<file path="config.mk">
export PLATFORM = sky130hd
export DESIGN_NAME = bcd_calendar_core
export DESIGN_NICKNAME = d
export VERILOG_FILES = /design/src/rtl/bcd_calendar_core.sv
export SDC_FILE = /design/constraint.sdc
export NUM_CORES = 1
export LEC_CHECK = 0
export BUFFER_PORTS_ARGS = -buffer_cell sky130_fd_sc_hd__buf_2
export CAP_MARGIN = 20
export CORE_ASPECT_RATIO = 2
export CORE_MARGIN = 1
export CORE_UTILIZATION = 47
export CTS_CLUSTER_DIAMETER = 50
export DETAILED_ROUTE_END_ITERATION = 6
export PLACE_DENSITY = 0.77
export REMOVE_ABC_BUFFERS = 1
export SYNTH_ARGS = -nofsm -noshare
export SYNTH_HDL_FRONTEND = slang
export SYNTH_SLANG_ARGS = --single-unit
</file>
<file path="constraint.sdc">
create_clock -name clk -period 2.4 [get_ports clk]
set_input_delay 0.24 -clock clk [delete_from_list [all_inputs] [get_ports clk]]
set_output_delay 0.24 -clock clk [all_outputs]
set_load 0.05 [all_outputs]
</file>
<file path="src/rtl/bcd_calendar_core.sv">
module bcd_calendar_core (
  input  logic        clk,
  input  logic        rst_n,
  input  logic        tick_i,
  input  logic        load_i,
  input  logic [63:0] load_data_i,
  output logic [63:0] snap_o
);

  localparam logic [63:0] KEEP_MASK = 64'hFF_1F_3F_37_BF_7F_7F_FF;
  localparam logic [63:0] RESET_IMG = 64'h00_01_01_31_00_00_00_00;

  logic [7:0] hund, sec, mins, hr, day, date, mon, yr;

  function automatic logic [7:0] bcd_inc(input logic [7:0] v);
    bcd_inc = (v[3:0] >= 4'd9) ? {v[7:4] + 4'd1, 4'd0} : {v[7:4], v[3:0] + 4'd1};
  endfunction

  function automatic logic [7:0] last_day(input logic [7:0] m, input logic [7:0] y);
    logic leap;
    leap = y[4] ? (y[3:0] == 4'd2 || y[3:0] == 4'd6)
                : (y[3:0] == 4'd0 || y[3:0] == 4'd4 || y[3:0] == 4'd8);
    case (m)
      8'h02:                      last_day = leap ? 8'h29 : 8'h28;
      8'h04, 8'h06, 8'h09, 8'h11: last_day = 8'h30;
      default:                    last_day = 8'h31;
    endcase
  endfunction

  wire       run    = tick_i & ~day[5];
  wire       mode12 = hr[7];
  wire [4:0] h12    = hr[4:0];

  wire c_sec  = hund == 8'h99;
  wire c_min  = c_sec & (sec == 8'h59);
  wire c_hr   = c_min & (mins == 8'h59);
  wire c_day  = c_hr & (mode12 ? (h12 == 5'h11 && hr[5]) : (hr[5:0] == 6'h23));
  wire c_mon  = c_day & (date == last_day(mon, yr));
  wire c_yr   = c_mon & (mon == 8'h12);

  logic [7:0] hr_next;
  logic [7:0] inc5, inc6;
  assign inc5 = bcd_inc({3'b000, h12});
  assign inc6 = bcd_inc({2'b00, hr[5:0]});

  always_comb begin
    if (mode12) begin
      if (h12 == 5'h12)      hr_next = {1'b1, 1'b0, hr[5], 5'h01};
      else if (h12 == 5'h11) hr_next = {1'b1, 1'b0, ~hr[5], 5'h12};
      else                   hr_next = {1'b1, 1'b0, hr[5], inc5[4:0]};
    end else begin
      hr_next = (hr[5:0] == 6'h23) ? 8'h00 : {2'b00, inc6[5:0]};
    end
  end

  wire [63:0] load_img = load_data_i & KEEP_MASK;

  always_ff @(posedge clk) begin
    if (!rst_n) begin
      {yr, mon, date, day, hr, mins, sec, hund} <= RESET_IMG;
    end else if (load_i) begin
      {yr, mon, date, day, hr, mins, sec, hund} <= load_img;
    end else if (run) begin
      hund <= c_sec ? 8'h00 : bcd_inc(hund);
      if (c_sec) sec  <= (sec == 8'h59) ? 8'h00 : bcd_inc(sec);
      if (c_min) mins <= (mins == 8'h59) ? 8'h00 : bcd_inc(mins);
      if (c_hr)  hr   <= hr_next;
      if (c_day) begin
        day[2:0] <= (day[2:0] == 3'd7) ? 3'd1 : day[2:0] + 3'd1;
        date     <= (date == last_day(mon, yr)) ? 8'h01 : bcd_inc(date);
      end
      if (c_mon) mon <= (mon == 8'h12) ? 8'h01 : bcd_inc(mon);
      if (c_yr)  yr  <= (yr == 8'h99) ? 8'h00 : bcd_inc(yr);
    end
  end

  assign snap_o = {yr, mon, date, day, hr, mins, sec, hund};

  AST_LOAD_TAKES: assert property (@(posedge clk) disable iff (!rst_n)
    load_i |=> snap_o == ($past(load_data_i) & KEEP_MASK));
  AST_HALT_HOLDS: assert property (@(posedge clk) disable iff (!rst_n)
    (!load_i && snap_o[37]) |=> $stable(snap_o));
  AST_IDLE_HOLDS: assert property (@(posedge clk) disable iff (!rst_n)
    (!load_i && !tick_i) |=> $stable(snap_o));
  AST_CTL_KEPT: assert property (@(posedge clk) disable iff (!rst_n)
    !load_i |=> snap_o[37:36] == $past(snap_o[37:36]));
  AST_ZERO_BITS: assert property (@(posedge clk) disable iff (!rst_n)
    (snap_o & ~KEEP_MASK) == 64'd0);

endmodule

</file>
Word-level counts from Yosys, hierarchy flattened
Cells that the tools add are included.
{"block": "op_classes", "n_addsub": 16, "n_reduce_logical": 44, "order_cmp": 7, "bitwise_logic": 9, "n_eq_ne": 23, "mux": 50}
{"operator": "two-way mux 8 bit", "n": 25}
{"operator": "adder 4 x 1 -> 4 bit (second input constant)", "n": 13}
{"operator": "two-way mux 6 bit", "n": 7}
{"operator": "two-way mux 7 bit", "n": 6}
{"operator": ">= comparator 4 bit (second input constant)", "n": 7}
{"operator": "AND reduction 3 bit", "n": 9}
{"operator": "nonzero test 2 bit", "n": 11}
{"operator": "two-way mux 5 bit", "n": 4}
{"operator": "nonzero test 3 bit", "n": 6}
{"operator": "equality test 8 x 3 -> 1 bit (second input constant)", "n": 2}
{"operator": "equality test 8 x 5 -> 1 bit (second input constant)", "n": 2}
{"operator": "equality test 8 x 7 -> 1 bit (second input constant)", "n": 2}
{"operator": "equality test 8 bit (second input constant)", "n": 2}
{"operator": "AND reduction 2 bit", "n": 8}
{"operator": "two-way mux 3 bit", "n": 4}
{"operator": "equality test 5 bit (second input constant)", "n": 2}
{"operator": "case mux 5 bit (2 select lines)", "n": 1}
{"operator": "equality test 4 x 3 -> 1 bit (second input constant)", "n": 2}
{"operator": "equality test 8 x 2 -> 1 bit (second input constant)", "n": 1}
{"operator": "equality test 8 x 4 -> 1 bit (second input constant)", "n": 1}
{"operator": "equality test 8 x 6 -> 1 bit", "n": 1}
{"operator": "equality test 8 bit", "n": 1}
{"operator": "AND 1 bit", "n": 6}
{"operator": "equality test 6 bit (second input constant)", "n": 1}
{"operator": "other kinds (19)", "n": 25}
{"block": "totals", "ff_bits": 61, "input_bits": 68, "wordCells": 171, "output_inout_bits": 64}

Logic depth before layout (Yosys ltp)
{"block": "logic_depth", "depth_word": 15, "depth_mapped": 10, "depth_no_buf": 9}

Least setup slack after synthesis
Ideal clock, no wire load.
{"block": "synth_timing", "path_kind": "register to register", "from": "register hr[1]", "to": "register day[1]", "t_required_ns": 2.272, "path_stages_with_launch": 11, "setup_slack_ns": -0.301, "synth_period_minus_slack_ns": 2.701, "arrival_time_ns": 2.573, "n_path_buf": 1, "setup_time_ns": 0.128, "cell_sequence": "dfxtp_1 inv_1 ha_1 nand4bb_1 nor2_1 o211ai_1 clkbuf_1 mux2i_1 nor2_1 a21oi_1 nor2_1"}
{"block": "synth_between", "elab_chain_cells": 6, "elab_cells_between_ends": 7, "cone_classes": "eq/ne (2); mux (1); bitwise (1); reduce/logical (3)"}
{"element": "start, declared", "line": "13", "source": "logic [7:0] hund, sec, mins, hr, day, date, mon, yr;"}
{"element": "start signal, assigned", "line": "62", "source": "{yr, mon, date, day, hr, mins, sec, hund} <= load_img;"}
{"element": "start signal, assigned", "line": "67", "source": "if (c_hr) hr <= hr_next;"}
{"element": "equality test 5 bit", "line": "37", "source": "wire c_day = c_hr & (mode12 ? (h12 == 5'h11 && hr[5]) : (hr[5:0] == 6'h23));"}
{"element": "logical AND 1 bit", "line": "37"}
{"element": "two-way mux 1 bit (*)", "line": "37"}
{"element": "AND 1 bit (*)", "line": "37"}
{"element": "nonzero test 2 bit (no line) (*)"}
{"element": "AND reduction 2 bit (no line) (*)"}
{"element": "end signal, assigned", "line": "62"}
{"element": "end signal, assigned", "line": "69", "source": "day[2:0] <= (day[2:0] == 3'd7) ? 3'd1 : day[2:0] + 3'd1;"}
{"element": "end, declared", "line": "13"}
Mark *: on every way between the ends. The rest lies on a longest branch, timed or not.
A chain may end at the register's enable or synchronous reset.

Final worst setup path
{"block": "layout_timing", "from": "register mon[0]", "to": "register mon[6]"}
{"block": "layout_between", "elab_chain_cells": 6, "elab_cells_between_ends": 14, "cone_classes": "order compare (1); eq/ne (7); mux (2); bitwise (1); reduce/logical (3)"}
{"element": "start, declared", "line": "13"}
{"element": "start signal, assigned", "line": "62"}
{"element": "start signal, assigned", "line": "72", "source": "if (c_mon) mon <= (mon == 8'h12) ? 8'h01 : bcd_inc(mon);"}
{"element": "equality test 8 x 3 -> 1 bit, or another cell as far along", "line": "23", "source": "case (m)"}
{"element": "OR reduction 4 bit", "line": "23"}
{"element": "case mux 5 bit (2 select lines)", "line": "23"}
{"element": "equality test 8 x 6 -> 1 bit", "line": "38", "source": "wire c_mon = c_day & (date == last_day(mon, yr));"}
{"element": "AND 1 bit", "line": "38"}
{"element": "AND reduction 3 bit (no line)"}
Several ways; a longest one is shown, not always the timed one.

==> metrics <==
status=finished with violations; failing checks=negative setup slack; relative slew slack=55.5%; largest family of logic cells by synthesized area=simple AND/OR/NAND/NOR gates; grt met1 use=28.2%; CTS Buffer Depth=2; Internal=2.02 mW; antenna violations before repair=0; hold path start=load_data_i[36]; met3 Use GR=4.29%; max-cap viol count=0; antenna cells=0; Reg area=1200 um2; area delta synth->final=36.1%; Post-Synth Adder-Cell Area=12.0%; ANT nets after route=0; Period minus WS final=2.55 ns; post-route worst setup slack=-0.150 ns; Reg-to-Reg End=mon[6]; placed cells=802; Setup Viol. Count Final=18; grt met2 use=54.9%; fillers=764; DRC viols=0; cell taking the most area after synthesis=dfxtp_1; count leader, synth=dfxtp_1; Iter 0 DRT Violations=387; number of synthesized flops with an enable pin=0; asr flop ratio synth=0%; vias in the first global route=4698; core area=8650 um2; Hold Crit Class=input port to flip-flop; worst-case vdd ir drop=0.420 mV; Die Height=135 um; sequential fraction of design power=35.6%; Place WS=-0.149 ns; r2r worst-path depth=9; largest net degree at the start of global routing=34; syn_area_per_cell=7.69 um2; Starting Density=48.4%; Synth warnings=0; CTS tree=yes; I/O pin cnt=132; post-synth cell types=63; Via Count=4926; Crit. Startpoint=mon[0]; Synth Instances=544; routed length per instance=16.8 um; Die ar.=9310 um2; Critical Path Sink=mon[6]; RD Place Congestion=0.937; clock network power share=38.7%; Final Slew Violations=0; Crit Path Class=flip-flop to flip-flop; FP Rows=48; Worst Max-Slew Pin Slew=0.665 ns; top cell type's share of synthesized area=28.7%; GR Overflow Total=0; Sw Pwr=1.08 mW; Synth top cells by count=dfxtp_1, nand2_1, nor2_1; drt first pass iters=5; Compound-Gate Fraction of Synth Area=23.1%; peak clock frequency supported by timing=392 MHz; dominant synthesized flop cell=dfxtp_1; CTS clock-pin slew for the worst setup and hold paths=0.06 ns; post-synthesis cell area=4180 um2; Max FO, Critical Path=7; Synth Area in Simple Gates=26.1%; Seq/Total Area, Yosys=28.7%; Setup crit start kind=flip-flop; PnR Total Power=3.11 mW; Synth area leaders=dfxtp_1, ha_1, nand2_1; Via density=5.98; NumNets Final=827; GR peak layer=met2; port bufs=116; total track usage=29.9%; root buf cell=clkbuf_16; Setup Skew=0.00457 ns; final wirelength=13900 um; post-synthesis mux area share=2.39%; CP Capture Type=flip-flop; Post-Layout Cell Count=824; WP data arrival=2.82 ns; Pleak=2.60 nW; post-DP HPWL=10100 um; Switching Share=34.9%; Num CTS Buffers=9; share of post-route cells with drive strength above 1=32.3%; final core occ=65.8%; CTS H-tree depth=3; XOR/XNOR share of the synthesized area=1.47%; Comb pwr share=25.7%; # hold bufs at CTS=0; final hold violation count=0; Period Utilization, post-route=106%; Sink Count=60; Multi-input gate area=2830 um2; worst flop-to-flop path startpoint=mon[0]; first-pass GRT wire length=21000 um; R2R Setup Slk=-0.15 ns; RSZ-0062 raised after global routing=true; Worst-Skew Late Latency=0.34 ns; Required @ worst endpoint=2.67 ns; pwr dens=545 nW/um2; Seq cells post-synth=60; Die W=68.7 um
layout make-up:
type,instances,area share (%)
flip-flops and latches,60,21.1
repair buffers,189,19.9
well taps,100,2.20
multi-input cells,425,49.7
clock buffers,9,3.96
clock inverters,7,0.923
inverters,34,2.24
kinds of logic after synthesis:
family | after synthesis
simple gates | 216
compound gates | 148
buf+inv | 62
flops | 60
fa+ha+maj | 40
mux | 10
xor+xnor | 7
other cells | 1
registers in the layout, summed over array words and instances, names as in the netlist:
| register | count |
|---|---|
| hund | 8 |
| mon | 8 |
| hr | 7 |
| yr | 8 |
| day | 5 |
| mins | 8 |
| date | 8 |
| sec | 8 |
cell usage in the layout, fill, tap and decap left out, drive strengths merged, types with 3 or more instances in the layout:
master and count:
or4 6, clkinvlp 4, xnor2 5, dfxtp 60, conb 4, nor2 52, ha 40, o21ai 38
a31oi 12, or3 9, nand2b 4, nand2 55, nand3 27, a211oi 10, clkinv 3, nor4 5
nor3 25, clkbuf 9, inv 34, a21oi 42, a221oi 4, o211ai 7, nand3b 3, nor2b 3
a311oi 3, a31o 4, buf 189, o31ai 6, and3 3, nand4bb 3, a32o 3, nand4 6
mux2i 10, and2 4, nor4b 3
worst min path at each step:
stage / to / cells past startpoint / slack, ns
CTS: day[4] / 3 / 0.12
detailed placement: day[4] / 2 / 0.46
floorplan: day[4] / 1 / 0.30
finish: day[4] / 3 / 0.12
global route: day[4] / 3 / 0.15
global placement: day[4] / 2 / 0.45
layer usage:
metal	part of all wire (%)	vias up
li1	-	2321
met1	35	2341
met2	55	202
met3	5.0	62
met4	4.5	0
met5	0	-
what timing repair did:
action	CTS	global route
endpoints found under the setup margin	14	21
pin swaps	6	15
gates cloned	0	0
hold endpoints to repair	0	0
resized for setup	5	21
setup buffers	3	4
stage by stage:
step | hold slack [ns] | area [um2] | setup TNS (ns)
CTS | 0.116 | 5580 | -0.365
finish | 0.122 | 5690 | -1.26
floorplan | 0.302 | 4070 | -24.70
global route | 0.149 | 5690 | -3.99
detailed placement | 0.461 | 5280 | -0.786
global placement | 0.452 | 5280 | -0.300
power groups by stage:
stage	combinational, mW	sequential, mW	clock, mW
global placement	0.745	1.12	0
finish	0.797	1.11	1.20
CTS	0.771	1.10	1.22
floorplan	0.262	1.33	0
detailed placement	0.765	1.12	0
global route	0.856	1.11	1.26
critical path, cell delays in order (launching register included):
cell,delay (ns)
dfxtp_1,0.35
inv_1,0.13
ha_1,0.26
nand2_2,0.16
a21oi_2,0.16
a21oi_2,0.05
or3_4,0.42
a211o_4,0.39
or4_1,0.41
a21oi_1,0.14
Note: power is estimated with default switching activity, not from simulation.
